## src/rtl/wiper_pkg.sv

```systemverilog
package wiper_pkg;

    localparam int DATA_W = 8;

    typedef enum logic {
        POT_A = 1'b0,
        POT_B = 1'b1
    } pot_sel_e;

    typedef enum logic {
        WR_VOL = 1'b0,
        WR_NV  = 1'b1
    } wr_kind_e;

    typedef struct packed {
        logic              valid;
        pot_sel_e          pot;
        wr_kind_e          kind;
        logic [DATA_W-1:0] data;
    } wr_req_t;

    typedef struct packed {
        logic              hit_a;
        logic              hit_b;
        wr_kind_e          kind;
        logic [DATA_W-1:0] data;
    } wr_grant_t;

    // Permission: latch must be set; protect pin blocks nonvolatile writes,
    // and blocks volatile ones too when the lock bit is set.
    function automatic logic write_allowed(input logic wel, input logic prot,
                                           input logic lock, input wr_kind_e kind);
        logic blocked;
        blocked = prot && ((kind == WR_NV) || lock);
        return wel && !blocked;
    endfunction

endpackage

```

## src/rtl/wel_latch.sv

```systemverilog
module wel_latch (
    input  logic clk,
    input  logic rst,
    input  logic set_i,
    input  logic clr_i,
    output logic wel_o
);
    always_ff @(posedge clk) begin
        if (rst)
            wel_o <= 1'b0;
        else if (clr_i)
            wel_o <= 1'b0;
        else if (set_i)
            wel_o <= 1'b1;
    end
endmodule

```

## src/rtl/wr_gate.sv

```systemverilog
module wr_gate
    import wiper_pkg::*;
(
    input  wr_req_t   req_i,
    input  logic      wel_i,
    input  logic      prot_i,
    input  logic      lock_i,
    output wr_grant_t grant_o,
    output logic      reject_o
);
    logic ok;

    always_comb begin
        ok             = req_i.valid && write_allowed(wel_i, prot_i, lock_i, req_i.kind);
        grant_o.hit_a  = ok && (req_i.pot == POT_A);
        grant_o.hit_b  = ok && (req_i.pot == POT_B);
        grant_o.kind   = req_i.kind;
        grant_o.data   = req_i.data;
        reject_o       = req_i.valid && !ok;
    end
endmodule

```

## src/rtl/wiper_slot.sv

```systemverilog
module wiper_slot
    import wiper_pkg::*;
#(
    parameter int TAPS = 100,
    parameter int INIT = 50,
    localparam int W        = $clog2(TAPS),
    localparam int MAX_CODE = TAPS - 1
) (
    input  logic              clk,
    input  logic              rst,
    input  logic              wr_en,
    input  wr_kind_e          wr_kind,
    input  logic [DATA_W-1:0] wr_data,
    output logic [W-1:0]      wiper_o,
    output logic [W-1:0]      shadow_o
);
    logic [W-1:0] code;
    logic [W-1:0] wiper_q;
    logic [W-1:0] shadow_q = W'(INIT);

    generate
        if (MAX_CODE < (1 << DATA_W) - 1) begin : g_clamp
            logic [DATA_W-1:0] lim;
            always_comb begin
                lim  = (wr_data > DATA_W'(MAX_CODE)) ? DATA_W'(MAX_CODE) : wr_data;
                code = W'(lim);
            end
        end else begin : g_pass
            always_comb code = W'(wr_data);
        end
    endgenerate

    // Shadow is not cleared by rst: it models stored content.
    always_ff @(posedge clk) begin
        if (!rst && wr_en && (wr_kind == WR_NV))
            shadow_q <= code;
    end

    always_ff @(posedge clk) begin
        if (rst)
            wiper_q <= shadow_q;
        else if (wr_en)
            wiper_q <= code;
    end

    assign wiper_o  = wiper_q;
    assign shadow_o = shadow_q;
endmodule

```

## src/rtl/dual_wiper_reg.sv

```systemverilog
module dual_wiper_reg
    import wiper_pkg::*;
#(
    parameter int TAPS_A        = 100,
    parameter int TAPS_B        = 256,
    parameter int SHADOW_A_INIT = 50,
    parameter int SHADOW_B_INIT = 128
) (
    input  logic                      clk,
    input  logic                      rst,
    input  logic                      wp_pin,
    input  logic                      lock_bit,
    input  logic                      wel_set,
    input  logic                      wel_clr,
    input  logic                      req_valid,
    input  logic                      req_pot,
    input  logic                      req_nv,
    input  logic [7:0]                req_data,
    output logic [$clog2(TAPS_A)-1:0] wiper_a_code,
    output logic [$clog2(TAPS_B)-1:0] wiper_b_code,
    output logic [$clog2(TAPS_A)-1:0] shadow_a_code,
    output logic [$clog2(TAPS_B)-1:0] shadow_b_code,
    output logic                      wr_rejected
);
    wr_req_t   req;
    wr_grant_t grant;
    logic      wel_q;
    logic      reject;
    logic      rej_q;

    always_comb begin
        req.valid = req_valid;
        req.pot   = pot_sel_e'(req_pot);
        req.kind  = wr_kind_e'(req_nv);
        req.data  = req_data;
    end

    wel_latch u_wel (
        .clk   (clk),
        .rst   (rst),
        .set_i (wel_set),
        .clr_i (wel_clr),
        .wel_o (wel_q)
    );

    wr_gate u_gate (
        .req_i    (req),
        .wel_i    (wel_q),
        .prot_i   (wp_pin),
        .lock_i   (lock_bit),
        .grant_o  (grant),
        .reject_o (reject)
    );

    wiper_slot #(.TAPS(TAPS_A), .INIT(SHADOW_A_INIT)) u_slot_a (
        .clk      (clk),
        .rst      (rst),
        .wr_en    (grant.hit_a),
        .wr_kind  (grant.kind),
        .wr_data  (grant.data),
        .wiper_o  (wiper_a_code),
        .shadow_o (shadow_a_code)
    );

    wiper_slot #(.TAPS(TAPS_B), .INIT(SHADOW_B_INIT)) u_slot_b (
        .clk      (clk),
        .rst      (rst),
        .wr_en    (grant.hit_b),
        .wr_kind  (grant.kind),
        .wr_data  (grant.data),
        .wiper_o  (wiper_b_code),
        .shadow_o (shadow_b_code)
    );

    always_ff @(posedge clk) begin
        if (rst) rej_q <= 1'b0;
        else     rej_q <= reject;
    end

    assign wr_rejected = rej_q;
endmodule

```

## config.mk

```make
export PLATFORM = sky130hd
export DESIGN_NAME = dual_wiper_reg
export DESIGN_NICKNAME = d
export VERILOG_FILES = /design/src/rtl/wiper_pkg.sv /design/src/rtl/wel_latch.sv /design/src/rtl/wr_gate.sv /design/src/rtl/wiper_slot.sv /design/src/rtl/dual_wiper_reg.sv
export SDC_FILE = /design/constraint.sdc
export NUM_CORES = 1
export LEC_CHECK = 0
export ABC_AREA = 1
export BUFFER_PORTS_ARGS = -buffer_cell sky130_fd_sc_hd__buf_2
export CAP_MARGIN = 20
export CORE_ASPECT_RATIO = 1.2
export CORE_MARGIN = 2
export CORE_UTILIZATION = 50
export CTS_BUF_LIST = sky130_fd_sc_hd__clkbuf_4
export CTS_CLUSTER_DIAMETER = 200
export DETAILED_ROUTE_END_ITERATION = 16
export MAX_ROUTING_LAYER = met4
export PLACE_DENSITY = 0.81
export SYNTH_ARGS = -nofsm -noshare
export SYNTH_HDL_FRONTEND = slang
export SYNTH_SLANG_ARGS = --single-unit
```

## constraint.sdc

```tcl
create_clock -name clk -period 1.95 [get_ports clk]
set_input_delay 0.4875 -clock clk [delete_from_list [all_inputs] [get_ports clk]]
set_output_delay 0.4875 -clock clk [all_outputs]
set_load 0.005 [all_outputs]
```

==> results of run 1 <==
[cell usage in the layout, fill, tap and decap left out]
cell      netlist  layout
a21oi_1         1       1
buf_2           2      47
buf_4           1       2
clkbuf_4        0       7
clkinv_1        0       1
dfxtp_1         2       2
edfxtp_1       30      30
inv_1           7       7
inv_2           2       2
nand2_1        27      27
nand2_2         1       1
nand2_4         2       2
nand3_1         4       4
nand4_1         5       5
nor2_1         12      12
nor2_2          1       1
nor3_1          1       1
o21ai_0         3       3
o21ai_1         1       1
or2_0           2       2
or2_1           3       3
or2_2           1       1
[synth_stat cells]
cell	count	area, sq um
a21oi_1	1	5.000
o21ai_1	1	5.000
nor2_1	12	45.04
dfxtp_1	2	40.04
nand3_1	4	20.02
or2_2	1	6.260
nor2_2	1	6.260
edfxtp_1	30	900.9
or2_1	3	18.77
inv_1	7	26.28
inv_2	2	7.510
nand2_4	2	22.52
nand2_2	1	6.260
nand2_1	27	101.4
nor3_1	1	5.000
o21ai_0	3	15.01
buf_4	1	7.510
nand4_1	5	31.28
buf_2	2	10.01
or2_0	2	12.51
[kinds of logic after synthesis]
kind of cell / after synthesis / synth area share (%)
and+or+nand+nor: 59 / 21.30
buffers and inverters: 12 / 3.970
DFF: 32 / 72.80
AOI/OAI and AO/OA: 5 / 1.935
[per-layer routing]
| metal | up-vias | track usage (%) |
|---|---|---|
| li1 | 470 | - |
| met1 | 408 | 19.52 |
| met2 | 41 | 28.20 |
| met3 | 7 | 6.750 |
| met4 | 0 | 14.67 |
| met5 | - | - |
[flip-flops by register name, summed over array words and instances, names as in the netlist]
| register | count |
|---|---|
| u_slot_b.shadow_o | 8 |
| u_wel.wel_o | 1 |
| u_slot_a.wiper_o | 7 |
| wr_rejected | 1 |
| u_slot_a.shadow_o | 7 |
| u_slot_b.wiper_o | 8 |
[stage by stage]
step,hold slack [ns],power (mW),area [sq um],utilization (%)
6_report,0.3222,1.243,1623,64.85
5_1_grt,0.2888,1.314,1623,64.85
4_1_cts,0.3011,1.262,1623,64.85
3_5_place_dp,0.4882,0.9039,1567,62.60
3_3_place_gp,0.4700,0.8997,1567,62.60
2_1_floorplan,0.4519,0.8533,1292,-
[worst paths after layout]
| kind | slack, ns | from | depth (start not counted) | to |
|---|---|---|---|---|
| setup / recovery | 0.58 | u_slot_a.shadow_o[4] | 1 | shadow_a_code[4] |
| hold / removal | 0.32 | wel_clr | 2 | u_wel.wel_o |
| setup reg to reg | 0.82 | u_wel.wel_o | 2 | u_slot_b.wiper_o[6] |
| hold reg to reg | 0.50 | u_wel.wel_o | 1 | wr_rejected |
[where the power goes]
part           total [mW]  switching (mW)  internal [mW]
Sequential          0.781         0.00494          0.776
Combinational       0.106          0.0637         0.0424
Clock               0.356           0.190          0.166
Total                1.24           0.258          0.984
[area by class of cell]
cell class | count | area share [%]
flip-flops and latches | 32 | 57.98
multi-input cells | 64 | 18.50
repair buffers | 49 | 15.42
clock buffers | 7 | 3.238
well taps | 33 | 2.544
inverters | 9 | 2.082
clock inverters | 1 | 0.2313
==> flow_summary.toml, run 1 <==
[route]
route.met3.wl_um = 168
first_pass_iters = 4
ant_nets = 0
vias_per_cell = 4.749
route.detailed.drc = 0
wl_per_cell_um = 12.06
routed.top_layer = "met4"
vias = 926
routed_wl_um = 2351
wl_met2_um = 1179
drt_iter0_drc = 38
met1_length_um = 919

[clocking]
tritoncts = "yes"
clk_latency_ns = 0.33
holdBufCountCts = 0
cts_setup_buffers = 0
path_clk_slew_ns = 0.09
cts_buffer_depth = 2
cts-resized-gates = 0
cts-htree-levels = 2
clockRootBuffer = "clkbuf_4"
clkSinkCount = 32
cts_made_buffers = 5

[logic_synthesis]
yosysSeqAreaShare_pct = 72.80
synthCells = 108
ys_ff_latch = 32
syn_nets = 125
syn_avg_cell_area_sq_um = 11.97
yosysUniqueCellTypes = 20
yosys_warnings = 0
mappedNetlistArea_sq_um = 1292

[critical_path]
critPathCaptureType = "primary output"
path_max_fanout = 2
critPathLaunchType = "flop"
cp.arrival_ns = 0.89
critPathBufInv = 1
cpPeakStageDelay_ns = 0.41
slowest_stage = "edfxtp_1"
required_ns = 1.46
worstPathCellList = "buf_2"
crit_family = "flip-flops"
worstSetupPathType = "reg -> out"

[global_routing]
gr-total-overflow = 0
antenna_found_initial = 0
grt_pass1_vias = 843
grt_pass1_wl_um = 3684
grtUsageTotal_pct = 18.54
grt_max_degree = 19

[placed_design]
preCtsSetupSlack_ns = 0.3672
placedCellCount = 187
place_congestion = 0.7708
dp_hpwl_um = 1909
io_buffer_count = 47

[sta]
skew_ns = 0.005513
rsz0062_at_grt = "no"
fmaxAchievable_mhz = 727.6
final_hold_viol_count = 0
setup_ws_ns = 0.5755
setup_viol = 0
period_share_pct = 70.49
finalSetupTns_ns = 0
fin_crit_ns = 1.374
worstMarginPinSlew_ns = 0.3215
drv_slew = 0
slew_headroom_pct = 78.52

[flow_run]
maxCapViolations = 0

[layout]
drive_gt1_share_pct = 38.89
seq_area_sq_um = 940.9
syn_to_final_growth_pct = 25.56
stdcell_count = 195
antenna_cells = 0
multi_input_area_sq_um = 300.3
nNetsFinal = 178
num-fill-cells = 213

[floorplan]
core_area_sq_um = 2502
ioPinCount = 48
die_y_um = 59.70
start_util_pct = 51.65
die_w_um = 50.41
die_area_sq_um = 3009
placementRows = 20

[power]
pwr_density_cell_nw_per_um2 = 765.7
vdd_drop_max_v = 0.0004385
p_leak_nw = 0.7284

[status]
outcome = "finished, final reports clean"

[min_path]
hp-class = "in -> reg"
(Power assumes the default switching activity.)
==> run 2, diff against run 1 <==
- CORE_UTILIZATION: 50 -> 45
- PLACE_DENSITY: 0.81 -> 0.77
- clock period: 1.95 -> 1.25 ns (I/O delays scaled with it)
==> flow_summary.toml, run 2 (same netlist as run 1, synthesis figures left out) <==
[status]
outcome = "finished, final reports clean"

[power]
p_int_mw = 1.555
vdd_drop_max_v = 0.0007766
seq_power_share_pct = 62.0
clkPwrFrac_pct = 28.1
p_leak_nw = 0.7603
switching_share_pct = 20.97
p_sw_uw = 412.7
comb_power_share_pct = 9.9
pwr_density_cell_nw_per_um2 = 1160

[flow_run]
maxCapViolations = 0

[clocking]
cts-htree-levels = 2
clk_latency_ns = 0.32
tritoncts = "yes"
cts_buffer_depth = 2
holdBufCountCts = 0
clkSinkCount = 32
path_clk_slew_ns = 0.08
clockRootBuffer = "clkbuf_4"
cts-resized-gates = 0
cts_made_buffers = 5
cts_setup_buffers = 0

[critical_path]
slowest_stage = "edfxtp_1"
crit_family = "flip-flops"
rr_worst_depth = 2
critPathCaptureType = "primary output"
cpPeakStageDelay_ns = 0.41
critPathBufInv = 1
worstSetupPathType = "reg -> out"
required_ns = 0.94
cp.arrival_ns = 0.88
worstPathCellList = "buf_2"
r2r-end = "u_slot_b.shadow_o[0]"
path_max_fanout = 2
rr_startpoint = "u_wel.wel_o"
critPathLaunchType = "flop"
r2r_slack_ns = 0.08

[sta]
skew_ns = 0.007629
drv_slew = 0
final_hold_viol_count = 0
period_share_pct = 95.13
fin_crit_ns = 1.189
slew_headroom_pct = 82.11
worstMarginPinSlew_ns = 0.2678
setup_viol = 0
rsz0062_at_grt = "no"
fmaxAchievable_mhz = 841.0

[floorplan]
die_area_sq_um = 3319
placementRows = 21
start_util_pct = 46.85
die_y_um = 62.71
ioPinCount = 48
die_w_um = 52.93
core_area_sq_um = 2759

[global_routing]
grt_max_degree = 15
gr-total-overflow = 0
grtUsageTotal_pct = 18.00
grt_pass1_vias = 959
antenna_found_initial = 0
grt_pass1_wl_um = 4112

[min_path]
whs_endpoint = "u_wel.wel_o"
hold_depth = 2
hp-class = "in -> reg"
hp-start = "wel_clr"

[route]
vias_per_cell = 4.872
wl_per_cell_um = 12.35
first_pass_iters = 4
vias = 989
route.detailed.drc = 0
drt_iter0_drc = 19
routed_wl_um = 2508
ant_nets = 0

[placed_design]
place_congestion = 0.8134
placedCellCount = 195
dp_hpwl_um = 2028
io_buffer_count = 47

[layout]
antenna_cells = 0
final_cell_mix = "buf_2, edfxtp_1, nand2_1, nor2_1, buf_4"
nNetsFinal = 185
layout_commonest_cell = "buf_2"
num-fill-cells = 242
final_util_pct = 61.50
drive_gt1_share_pct = 43.79
stdcell_count = 203
syn_to_final_growth_pct = 31.27
==> run 2: changes by cell type in the layout (fill, tap and decap cells not counted) <==
cell / change
buf_4: +7
nand2_1: -2
nor2_4: +2
nand2_2: +2
nor2_1: -2
==> run 2: power groups by stage <==
stage / registers [mW] / clock network, mW / logic [mW]
5_1_grt: 1.22 / 0.618 / 0.219
3_5_place_dp: 1.24 / 0 / 0.195
2_1_floorplan: 1.25 / 0 / 0.0857
3_3_place_gp: 1.24 / 0 / 0.189
6_report: 1.22 / 0.553 / 0.196
4_1_cts: 1.22 / 0.572 / 0.196
==> run 2: layout make-up <==
| cell class | instances | area (sq um) | area share (%) |
|---|---|---|---|
| clock buffers | 7 | 52.55 | 3.097 |
| clock inverters | 1 | 3.754 | 0.2212 |
| inverters | 9 | 33.78 | 1.991 |
| multi-input cells | 64 | 320.3 | 18.88 |
| flip-flops and latches | 32 | 940.9 | 55.46 |
| well taps | 34 | 42.54 | 2.507 |
| repair buffers | 56 | 302.8 | 17.85 |
==> run 2: per-layer routing <==
metal	part of all wire, %	track usage [%]	up-vias
li1	-	-	486
met4	2.6	8.333	0
met5	0	-	-
met3	7.2	6.938	9
met2	53	30.00	42
met1	37	17.93	452
==> run 2: stage by stage <==
stage	instance area (sq um)	setup TNS [ns]	worst slack (ns)	power [mW]	hold slack, ns
floorplan	1314	0	0.01451	1.336	0.3893
global placement	1638	-3.589	-0.1404	1.432	0.4765
detailed placement	1638	-5.524	-0.2095	1.439	0.4813
CTS	1694	0	0.04142	1.988	0.1257
global route	1697	0	0.01217	2.060	0.1071
finish	1697	0	0.06090	1.968	0.1400
==> run 2: how the worst max path moves through the flow <==
stage / from / endpoint / slack, ns / cells after the start
2_1_floorplan: lock_bit / u_slot_b.wiper_o[0] / 0.01 / 3
3_3_place_gp: req_nv / u_slot_a.wiper_o[0] / -0.14 / 4
3_5_place_dp: lock_bit / u_slot_b.shadow_o[2] / -0.21 / 4
4_1_cts: u_slot_b.shadow_o[4] / shadow_b_code[4] / 0.04 / 1
5_1_grt: u_slot_a.shadow_o[5] / shadow_a_code[5] / 0.01 / 1
6_report: u_slot_a.shadow_o[2] / shadow_a_code[2] / 0.06 / 1
